File: src/rtl/alu_fwd_pkg.sv
// Shared widths and the select encoding for the execute-stage bypass unit.
// Assumes 5-bit register numbers and 32-bit data by default.
package alu_fwd_pkg;
    localparam int REG_W  = 5;
    localparam int DATA_W = 32;
    localparam int N_OPND = 2;

    // Select code; the bit positions are decoded by the operand mux.
    typedef enum logic [1:0] {
        SEL_RF  = 2'b00,
        SEL_WB  = 2'b01,
        SEL_MEM = 2'b10
    } fwd_sel_e;
endpackage

File: src/rtl/fwd_select.sv
// Decides the bypass source for one ALU operand.
// Assumes destination register 0 is hard-wired to zero and never forwarded.
// Purely combinational; the nearer (memory-stage) producer wins.
module fwd_select
    import alu_fwd_pkg::*;
#(
    parameter int RW = REG_W
) (
    input  logic [RW-1:0] src,
    input  logic          mem_we,
    input  logic [RW-1:0] mem_dst,
    input  logic          wb_we,
    input  logic [RW-1:0] wb_dst,
    output fwd_sel_e      sel
);
    localparam logic [RW-1:0] ZERO_REG = '0;

    logic hit_mem;
    logic hit_wb;

    // Match the source against each later stage's live destination.
    always_comb begin
        hit_mem = mem_we && (mem_dst != ZERO_REG) && (mem_dst == src);
        hit_wb  = wb_we  && (wb_dst  != ZERO_REG) && (wb_dst  == src);
    end

    // Pick the source, nearer stage first.
    always_comb begin
        if (hit_mem)     sel = SEL_MEM;
        else if (hit_wb) sel = SEL_WB;
        else             sel = SEL_RF;
    end

    // Guard the produced code against the inputs.
    always_comb begin
        p_sel_legal_r1: assert (sel != 2'b11);
        p_wb_needs_en_r6: assert (!(sel == SEL_WB && !wb_we));
        p_mem_needs_en_r6: assert (!(sel == SEL_MEM && !mem_we));
        p_no_zero_mem_r5: assert (!(sel == SEL_MEM && mem_dst == ZERO_REG));
        p_no_zero_wb_r5: assert (!(sel == SEL_WB && wb_dst == ZERO_REG));
    end
endmodule

File: src/rtl/fwd_opmux.sv
// Three-way operand multiplexer steered by a bypass select code.
// Assumes code 2'b11 never arrives; if it does, the register-file value is used.
module fwd_opmux
    import alu_fwd_pkg::*;
#(
    parameter int DW = DATA_W
) (
    input  fwd_sel_e      sel,
    input  logic [DW-1:0] rf_val,
    input  logic [DW-1:0] mem_val,
    input  logic [DW-1:0] wb_val,
    output logic [DW-1:0] out
);
    // Route the chosen value to the ALU input.
    always_comb begin
        case (sel)
            SEL_MEM: out = mem_val;
            SEL_WB:  out = wb_val;
            default: out = rf_val;
        endcase
    end
endmodule

File: src/rtl/alu_fwd_unit.sv
// Execute-stage operand bypass unit: one selector and one mux per ALU operand.
// Assumes the register file already handles same-cycle write-then-read, so
// only the memory-stage and write-back-stage results are bypassed here.
module alu_fwd_unit
    import alu_fwd_pkg::*;
#(
    parameter int RW = REG_W,
    parameter int DW = DATA_W
) (
    input  logic [RW-1:0] ex_src_a,
    input  logic [RW-1:0] ex_src_b,
    input  logic [DW-1:0] ex_val_a,
    input  logic [DW-1:0] ex_val_b,
    input  logic          mem_we,
    input  logic [RW-1:0] mem_dst,
    input  logic [DW-1:0] mem_res,
    input  logic          wb_we,
    input  logic [RW-1:0] wb_dst,
    input  logic [DW-1:0] wb_res,
    output logic [1:0]    sel_a,
    output logic [1:0]    sel_b,
    output logic [DW-1:0] opnd_a,
    output logic [DW-1:0] opnd_b
);
    logic [RW-1:0] src  [N_OPND];
    logic [DW-1:0] rfv  [N_OPND];
    logic [DW-1:0] opnd [N_OPND];
    fwd_sel_e      sel  [N_OPND];

    // Gather the per-operand inputs into arrays.
    always_comb begin
        src[0] = ex_src_a;
        src[1] = ex_src_b;
        rfv[0] = ex_val_a;
        rfv[1] = ex_val_b;
    end

    for (genvar g = 0; g < N_OPND; g++) begin : g_opnd
        fwd_select #(.RW(RW)) u_sel (
            .src     (src[g]),
            .mem_we  (mem_we),
            .mem_dst (mem_dst),
            .wb_we   (wb_we),
            .wb_dst  (wb_dst),
            .sel     (sel[g])
        );

        fwd_opmux #(.DW(DW)) u_mux (
            .sel     (sel[g]),
            .rf_val  (rfv[g]),
            .mem_val (mem_res),
            .wb_val  (wb_res),
            .out     (opnd[g])
        );

        // Cross-check selector and mux against the top-level inputs.
        always_comb begin
            p_near_wins_r4: assert (!(mem_we && mem_dst != '0 && mem_dst == src[g])
                                    || sel[g] == SEL_MEM);
            p_mux_wb_r8: assert (!(sel[g] == SEL_WB) || opnd[g] == wb_res);
            p_mux_mem_r8: assert (!(sel[g] == SEL_MEM) || opnd[g] == mem_res);
            p_mux_rf_r8: assert (!(sel[g] == SEL_RF) || opnd[g] == rfv[g]);
        end
    end

    // Drive the output ports.
    always_comb begin
        sel_a  = sel[0];
        sel_b  = sel[1];
        opnd_a = opnd[0];
        opnd_b = opnd[1];
    end
endmodule

File: config.mk
export PLATFORM = sky130hd
export DESIGN_NAME = alu_fwd_unit
export DESIGN_NICKNAME = d
export VERILOG_FILES = /design/src/rtl/alu_fwd_pkg.sv /design/src/rtl/fwd_select.sv /design/src/rtl/fwd_opmux.sv /design/src/rtl/alu_fwd_unit.sv
export SDC_FILE = /design/constraint.sdc
export NUM_CORES = 1
export LEC_CHECK = 0
export BUFFER_PORTS_ARGS = -buffer_cell sky130_fd_sc_hd__buf_2
export CAP_MARGIN = 20
export CORE_AREA = 3 3 83 85
export DETAILED_ROUTE_END_ITERATION = 6
export DIE_AREA = 0 0 86 88
export PLACE_DENSITY = 0.88
export SKIP_LAST_GASP = 1
export SYNTH_ARGS = -nofsm -noshare
export SYNTH_HDL_FRONTEND = slang
export SYNTH_SLANG_ARGS = --single-unit
File: constraint.sdc
create_clock -name vclk -period 2.5
set_clock_uncertainty 0.1 [all_clocks]
set_input_delay 0.375 -clock vclk [all_inputs]
set_output_delay 0.375 -clock vclk [all_outputs]
set_load 0.05 [all_outputs]
=== Yosys cells after proc, flatten, opt, wreduce, memory -nomap -nowiden ===
Index checks and enable logic that the tools add are counted.
Widths: inputs -> output; s select.

* Word-level logic and storage cells: 22
* Memories: 0
* Output and inout port bits: 68
* Memory bits (writable): 0
* Bits in latches: 0
* Bits in registers: 0
* Bits of input ports: 150
* ROM bits: 0

* Magnitude comparators: 0
* Equality and inequality tests: 8
* Divide/modulo/power cells: 0
* Multipliers: 0
* Bitwise operators: 0
* Shift-type cells: 0
* Reductions and logical operators: 8
* Add/sub/neg operators: 0
* Mux-type cells: 6

{| class="wikitable"
|+ Operators by type and width
! kind !! count
|-
| $pmux 32 s2 || 2
|-
| $eq 5x5->1 || 4
|-
| $reduce_bool 5->1 || 2
|-
| $logic_and 1x1->1 || 6
|-
| $eq 2x1->1 const B || 2
|-
| $eq 2x2->1 const B || 2
|-
| $mux 2 || 2
|-
| $mux 1 || 2
|}

=== Logic depth before layout (Yosys ltp) ===
Gate-level depths: netlist (run 1).

* Depth in word-level cells: 7
* Mapped depth: 6

=== By module ===
Synthesis (run 1) repeated with hierarchy kept, for this count alone.

* Cells, all modules: 268
* Area total of the unflattened synthesis: 1591.5 sq um

{| class="wikitable"
|+ Modules (own cells, without submodules)
! module !! times used !! cells an instance !! sequential area each (sq um) !! area an instance (sq um)
|-
| fwd_opmux || 2 || 113 || 0.0 || 636.9
|-
| fwd_select || 2 || 21 || 0.0 || 158.9
|}

=== Worst setup path after synthesis (run 1) ===
OpenSTA, ideal clock, no wires.

* Kind: in2out
* Start: input wb_dst[0]
* End: output opnd_a[22]
* Arrival time: 2.415 ns
* Data required time: 2.025 ns
* Cell stages on the path: 6
* Path slack: -0.390 ns
* Path through: or4_1 -> o21ai_1 -> buf_2 -> buf_4 -> o31ai_1 -> a31oi_1

* Cells in the longest elaborated chain, start to end: 7
* Elaborated cells on any way between the ends: 9
* Those cells by class: eq/ne: 3; mux: 3; reduce/logical: 3

{| class="wikitable"
|+ RTL lines
! item !! line !! source
|-
| start: declaration || alu_fwd_unit.sv:18 || <nowiki>input logic [RW-1:0] wb_dst,</nowiki>
|-
| $reduce_bool 5->1 || fwd_select.sv:24 || <nowiki>hit_wb = wb_we && (wb_dst != ZERO_REG) && (wb_dst == src);</nowiki>
|-
| $logic_and 1x1->1 || fwd_select.sv:24 ||
|-
| $logic_and 1x1->1 (*) || fwd_select.sv:24 ||
|-
| $mux 1 (*) || fwd_select.sv:30 || <nowiki>else if (hit_wb) sel = SEL_WB;</nowiki>
|-
| $mux 2 (*) || fwd_select.sv:29 || <nowiki>if (hit_mem) sel = SEL_MEM;</nowiki>
|-
| $eq 2x1->1 or $eq 2x2->1 (tied branches) || fwd_opmux.sv:16 || <nowiki>case (sel)</nowiki>
|-
| $pmux 32 s2 (*) || fwd_opmux.sv:16 ||
|-
| end: declaration || alu_fwd_unit.sv:22 || <nowiki>output logic [DW-1:0] opnd_a,</nowiki>
|}

Every way passes the cells marked *; elsewhere a longest branch is shown, timed or not.

=== Final worst setup path (run 1) ===
* Start: input wb_dst[3]
* End: output opnd_b[18]

* Cells in the longest elaborated chain, start to end: 7
* Elaborated cells on any way between the ends: 9
* Those cells by class: eq/ne: 3; mux: 3; reduce/logical: 3

{| class="wikitable"
|+ RTL lines
! item !! line !! source
|-
| $reduce_bool 5->1 || fwd_select.sv:24 ||
|-
| $logic_and 1x1->1 || fwd_select.sv:24 ||
|-
| $logic_and 1x1->1 (*) || fwd_select.sv:24 ||
|-
| $mux 1 (*) || fwd_select.sv:30 ||
|-
| $mux 2 (*) || fwd_select.sv:29 ||
|-
| $eq 2x1->1 or $eq 2x2->1 (tied branches) || fwd_opmux.sv:16 ||
|-
| $pmux 32 s2 (*) || fwd_opmux.sv:16 ||
|-
| end: declaration || alu_fwd_unit.sv:23 || <nowiki>output logic [DW-1:0] opnd_b</nowiki>
|}

Marked as above.

==> results.toml, run 1 <==
[sta]
finalHoldViolCount = 0
setup_violations = 64
rsz0062_at_grt = "yes"
fin_crit_ns = 2.62
worst_slack_ns = -0.124
fmax_mhz = 381
slew_viol_final = 0
slew_headroom_pct = 60.9
period_share_pct = 105
worstMarginPinSlew_ns = 0.582
timing.hold.ws_ns = 1.05

[route]
drt-total-wl_um = 18600
wl_per_cell_um = 28.5
firstDrtPassIters = 5
vias_per_cell = 7.56
drc = 0
drt_iter0_markers = 444
vias = 4927
antenna_left = 0

[outcome]
violations = "negative setup slack"
status = "finished with violations"

[power_and_ir_drop]
swShare_pct = 62.9
power_w = 0.00149
p_clk_share_pct = 0
internal_power_w = 0.000552
p_per_area_mw_per_mm2 = 258
pwr-share-comb_pct = 100.0
switchingPower_w = 0.000934
seqPwrFrac_pct = 0
ir_worst_vdd_uv = 198
p_leak_nw = 2.01

[die]
start_util_pct = 35.3
core-area_mm2 = 0.00628
placementRows = 29
die_h_um = 88
die_w_um = 86
ios = 218
die_area_mm2 = 0.00757

[synth]
synthSimpleGateAreaFrac_pct = 37.6
ys_types = 21
synth_compound_area_share_pct = 41.5
yosys_warnings = 0
synth_mux_area_share_pct = 0
yosysTopAreaCellShare_pct = 21.7
synth_xor_area_share_pct = 7.91
synth_top_family_by_area = "compound AO/OA/AOI/OAI gates"
synth_nets = 512
syn_avg_cell_area_um2 = 6.11
syn_inst = 362
synthTopCellsByArea = "o31ai_1 (22%), nand4_1 (19%), a31oi_1 (18%)"
yosys-top-cells-count = "nand4_1 (66), nor3_1 (66), a31oi_1 (64), o31ai_1 (64), clkbuf_1 (42)"
synth_seq_area_share_pct = 0
synth_area_mm2 = 0.00221
synth.largest_area_cell = "o31ai_1"
synthAdderAreaFrac_pct = 0

[setup_path]
endpoint_kind = "primary output"
crit_required_ns = 2.03
crit_fanout = 17
start_kind = "primary input"
path_class = "primary input to primary output"
cp_data_arrival_time_ns = 2.15

[finish]
clockBufferCount = 0
nets = 727
final_util_pct = 91.8
final-seq-area_um2 = 0
diodes = 0
n_fill_cell = 254
nFlopsAndLatches = 0
area_growth_pct = 160
drive_gt1_share_pct = 72.5

[global_route]
grt.total_usage_pct = 34.7
grt_pass1_vias = 4399
grt_pass1_wl_um = 21200
overflow = 0
grt_max_degree = 35
antenna_found_initial = 0

[placement]
place.port_buffers = 218
dp_hpwl_um = 10400
gp_congestion = 0.915

[run]
maxCapViolCount = 0

[worst_hold_path]
min-delay-path-class = "primary input to primary output"
power groups by stage:
stage / registers, W / clock network (W) / logic, W
floorplan: 0 / 0 / 0.000712
global placement: 0 / 0 / 0.00110
detailed placement: 0 / 0 / 0.00112
CTS: 0 / 0 / 0.00121
global route: 0 / 0 / 0.00152
finish: 0 / 0 / 0.00149
cells by family after synthesis:
logic type                Yosys count
AOI/OAI and AO/OA                 132
and+or+nand+nor                   144
buffers and inverters              66
xor gates and xnor gates           20
critical path: stages:
cell,delay (ns)
buf_6,0.10
buf_4,0.14
xor2_1,0.16
or3_4,0.43
buf_6,0.21
o31ai_1,0.39
a31oi_2,0.17
buf_6,0.18
final timing paths:
check / startpoint / to / slack, ns / depth (start not counted)
worst max-delay path: wb_dst[3] / opnd_b[18] / -0.12 / 8
worst min-delay path: ex_val_a[16] / opnd_a[16] / 1.05 / 4
what timing repair did:
item,CTS,global route
hold buffers,0,0
hold endpoints to repair,0,0
cloned,2,8
setup buffers,2,3
pin swaps,0,34
setup endpoints to repair,66,66
resized for setup,92,174
cells in the final DEF, fill, tap and decap left out, types with 2 or more instances in the layout:
| master | n |
|---|---|
| a31oi_2 | 19 |
| a31oi_4 | 45 |
| buf_12 | 11 |
| buf_16 | 3 |
| buf_2 | 148 |
| buf_4 | 30 |
| buf_6 | 71 |
| buf_8 | 8 |
| clkbuf_16 | 6 |
| nand4_1 | 66 |
| nor2_2 | 2 |
| nor3_1 | 64 |
| nor3_2 | 2 |
| nor4_4 | 2 |
| o211ai_4 | 2 |
| o31ai_1 | 7 |
| o31ai_2 | 30 |
| o31ai_4 | 27 |
| or2_2 | 2 |
| or2_4 | 2 |
| or4_4 | 2 |
| xnor2_1 | 10 |
| xor2_1 | 10 |
layout make-up:
| type | count | area [um2] | area share [%] |
|---|---|---|---|
| well taps | 77 | 96.3 | 1.67 |
| inverters | 2 | 10.0 | 0.174 |
| repair buffers | 277 | 2340 | 40.6 |
| multi-input cells | 296 | 3320 | 57.6 |
per-layer routing:
metal / part of all wire (%) / track usage, % / vias up
li1: - / - / 1947
met1: 33 / 37.4 / 2233
met2: 48 / 65.3 / 551
met3: 9.7 / 3.86 / 196
met4: 9.6 / 19.4 / 0
met5: 0 / 0 / -
through the flow:
| stage | setup slack (ns) | TNS, ns | instances | area, um2 |
|---|---|---|---|---|
| finish | -0.124 | -3.08 | 652 | 5760 |
| global route | -0.350 | -5.68 | 652 | 5760 |
| CTS | -0.118 | -4.23 | 652 | 4870 |
| detailed placement | -0.266 | -7.42 | 648 | 4470 |
| global placement | -0.122 | -4.84 | 648 | 4470 |
| floorplan | -0.0967 | -0.791 | 362 | 3020 |
No activity file was read; power rests on OpenSTA's default activity.
==> run 2, diff against run 1 <==
--- a/config.mk
+++ b/config.mk
@@ -10,8 +10,9 @@
 export CORE_AREA = 3 3 83 85
 export DETAILED_ROUTE_END_ITERATION = 6
 export DIE_AREA = 0 0 86 88
-export PLACE_DENSITY = 0.88
+export PLACE_DENSITY = 0.81
 export SKIP_LAST_GASP = 1
 export SYNTH_ARGS = -nofsm -noshare
 export SYNTH_HDL_FRONTEND = slang
+export SYNTH_HIERARCHICAL = 1
 export SYNTH_SLANG_ARGS = --single-unit
==> constraint.sdc (replaced) <==
create_clock -name vclk -period 2.3
set_clock_uncertainty 0.1 [all_clocks]
set_input_delay 0.345 -clock vclk [all_inputs]
set_output_delay 0.345 -clock vclk [all_outputs]
set_load 0.05 [all_outputs]
==> run 2 against run 1 <==
  * Synthesized cell count decreased by 26%
  * Combinational power shrank 20%
  * Die area stayed put
  * The flow still finishes with violations (negative setup slack)
  * Via count down 21%
  * Routed wire length down 13%
==> results.toml, run 2 <==
[sta]
setup_violations = 64
slew_headroom_pct = 73.9
fmax_mhz = 349
setup_tns_ns = -32.00
timing.hold.ws_ns = 0.939
worstMarginPinSlew_ns = 0.389
worst_slack_ns = -0.568
period_share_pct = 125
slew_viol_final = 0
finalHoldViolCount = 0
fin_crit_ns = 2.87
rsz0062_at_grt = "yes"

[finish]
drive_gt1_share_pct = 86.8
multi_input_area_mm2 = 0.00272
final-seq-area_um2 = 0
n_fill_cell = 244
diodes = 0
clockBufferCount = 0
final_common_cell = "buf_2"
nFlopsAndLatches = 0
final_cell_mix = "buf_2 (145), buf_6 (68), o21ai_4 (64)"
area_growth_pct = 257
fin_cells = 628
nets = 707

[synth]
synthTopCellsByArea = "a22oi_1 (30%), o21ai_1 (19%), nand2_1 (16%)"
synth_seq_area_share_pct = 0
yosysTopAreaCellShare_pct = 30.2
synth_nets = 422
syn_avg_cell_area_um2 = 5.94
synthSimpleGateAreaFrac_pct = 21.1
synth_compound_area_share_pct = 54.6
synth_mux_area_share_pct = 0
yosys-top-cells-count = "nand2_1 (68), a22oi_1 (64), o21ai_1 (60), buf_2 (20), xnor2_1 (10)"
synth_xor_area_share_pct = 8.81
synth.largest_area_cell = "a22oi_1"
synth_top_family_by_area = "compound AO/OA/AOI/OAI gates"
syn_inst = 268
synthAdderAreaFrac_pct = 3.14
ys_types = 19
yosys_warnings = 6
yosysMostFrequentCell = "nand2_1"
synth_area_mm2 = 0.00159

[placement]
gp_congestion = 0.841
place.port_buffers = 218
dp_hpwl_um = 7320
place_inst = 585
dp_slack_ns = -0.557

[global_route]
grt_max_degree = 29
overflow = 0
antenna_found_initial = 0
grt_pass1_wl_um = 18800
grt.total_usage_pct = 31.3
grt_pass1_vias = 3739

[die]
die_h_um = 88
die_area_mm2 = 0.00757
start_util_pct = 25.4
ios = 218
core-area_mm2 = 0.00628
die_w_um = 86
placementRows = 29

[setup_path]
cp_data_arrival_time_ns = 2.42
crit_fanout = 7
start_kind = "primary input"
path_class = "primary input to primary output"
path_buf_inv = 7
crit_path_top_delay_cell = "a211oi_4"
crit_chain = "buf_6, buf_6, xnor2_2, nand3_2, a211oi_4, nor3_4, inv_2, ha_4, buf_12, buf_16, buf_6, o21ai_4, buf_8"
cpPeakStageDelay_ns = 0.36
cp_top_family = "buffers and inverters"
crit_required_ns = 1.86
crit_top_cell = "buf_6"
endpoint_kind = "primary output"

[route]
firstDrtPassIters = 4
drt_iter0_markers = 195
vias_per_cell = 6.17
vias = 3876
drc = 0
antenna_left = 0
wl_per_cell_um = 25.7
drt-total-wl_um = 16200

[power_and_ir_drop]
p_per_area_mw_per_mm2 = 210
power_w = 0.00119
ir_worst_vdd_uv = 185
p_leak_nw = 2.40

[worst_hold_path]
min-delay-path-class = "primary input to primary output"

[outcome]
status = "finished with violations"
violations = "negative setup slack"

[run]
maxCapViolCount = 0
-- run 2: changes by cell type after synthesis, sizes merged, moves of 6 or more --
cell / change
o31ai: -64
nand2: +68
a31oi: -64
clkbuf: -42
nor3: -60
o21ai: +63
a22oi: +64
nand4: -66
buf: +6
-- run 2: power by group --
group	switching, W	total, W	internal, W
sequential	0	0	0
clock	0	0	0
combinational	0.000692	0.00119	0.000502
total	0.000692	0.00119	0.000502
-- run 2: metrics by stage --
step	instance area [um2]	util, %
after floorplan	2530	-
after global placement	3890	62.0
after detailed placement	3890	62.0
after CTS	5110	81.4
after global routing	5690	90.6
final	5690	90.6
-- run 2: logic make-up (layout without fill, tap and decap cells) --
kind of cell | Yosys count | after routing
buffers and inverters | 32 | 315
adder cells (fa/ha/maj) | 4 | 4
AND/OR/NAND/NOR | 82 | 82
XOR/XNOR | 16 | 16
AO/OA/AOI/OAI | 134 | 134
-- run 2: metal layers --
metal / part of all wire, % / track usage [%] / up-vias / wire (um)
li1: - / - / 1567 / -
met1: 33 / 34.1 / 1826 / 5350
met2: 50 / 59.4 / 360 / 8080
met3: 10 / 5.17 / 123 / 1630
met4: 6.8 / 13.2 / 0 / 1110
met5: 0 / 0 / - / 0
-- run 2: tightest hold or removal path: stages --
cell and delay, ns:
buf_2 0.10, nand2_4 0.05, o21ai_4 0.05, buf_6 0.15
-- run 2: area by class of cell --
| type | count | share of cell area (%) |
|---|---|---|
| timing repair buffer | 311 | 50.3 |
| multi-input combinational | 236 | 47.7 |
| tap | 77 | 1.69 |
| inverter | 4 | 0.264 |
-- run 2: worst paths after layout --
| check | start | to | cells after the start |
|---|---|---|---|
| setup / recovery | mem_dst[2] | opnd_b[7] | 13 |
| hold / removal | ex_val_b[25] | opnd_b[25] | 4 |
-- run 2: repair_timing --
item / CTS / global route
hold buffers: 0 / 0
pin swaps: 8 / 25
gates resized for setup: 182 / 89
hold endpoints to repair: 0 / 0
buffers inserted: 24 / 6
endpoints found under the setup margin: 64 / 64
cloned: 9 / 5
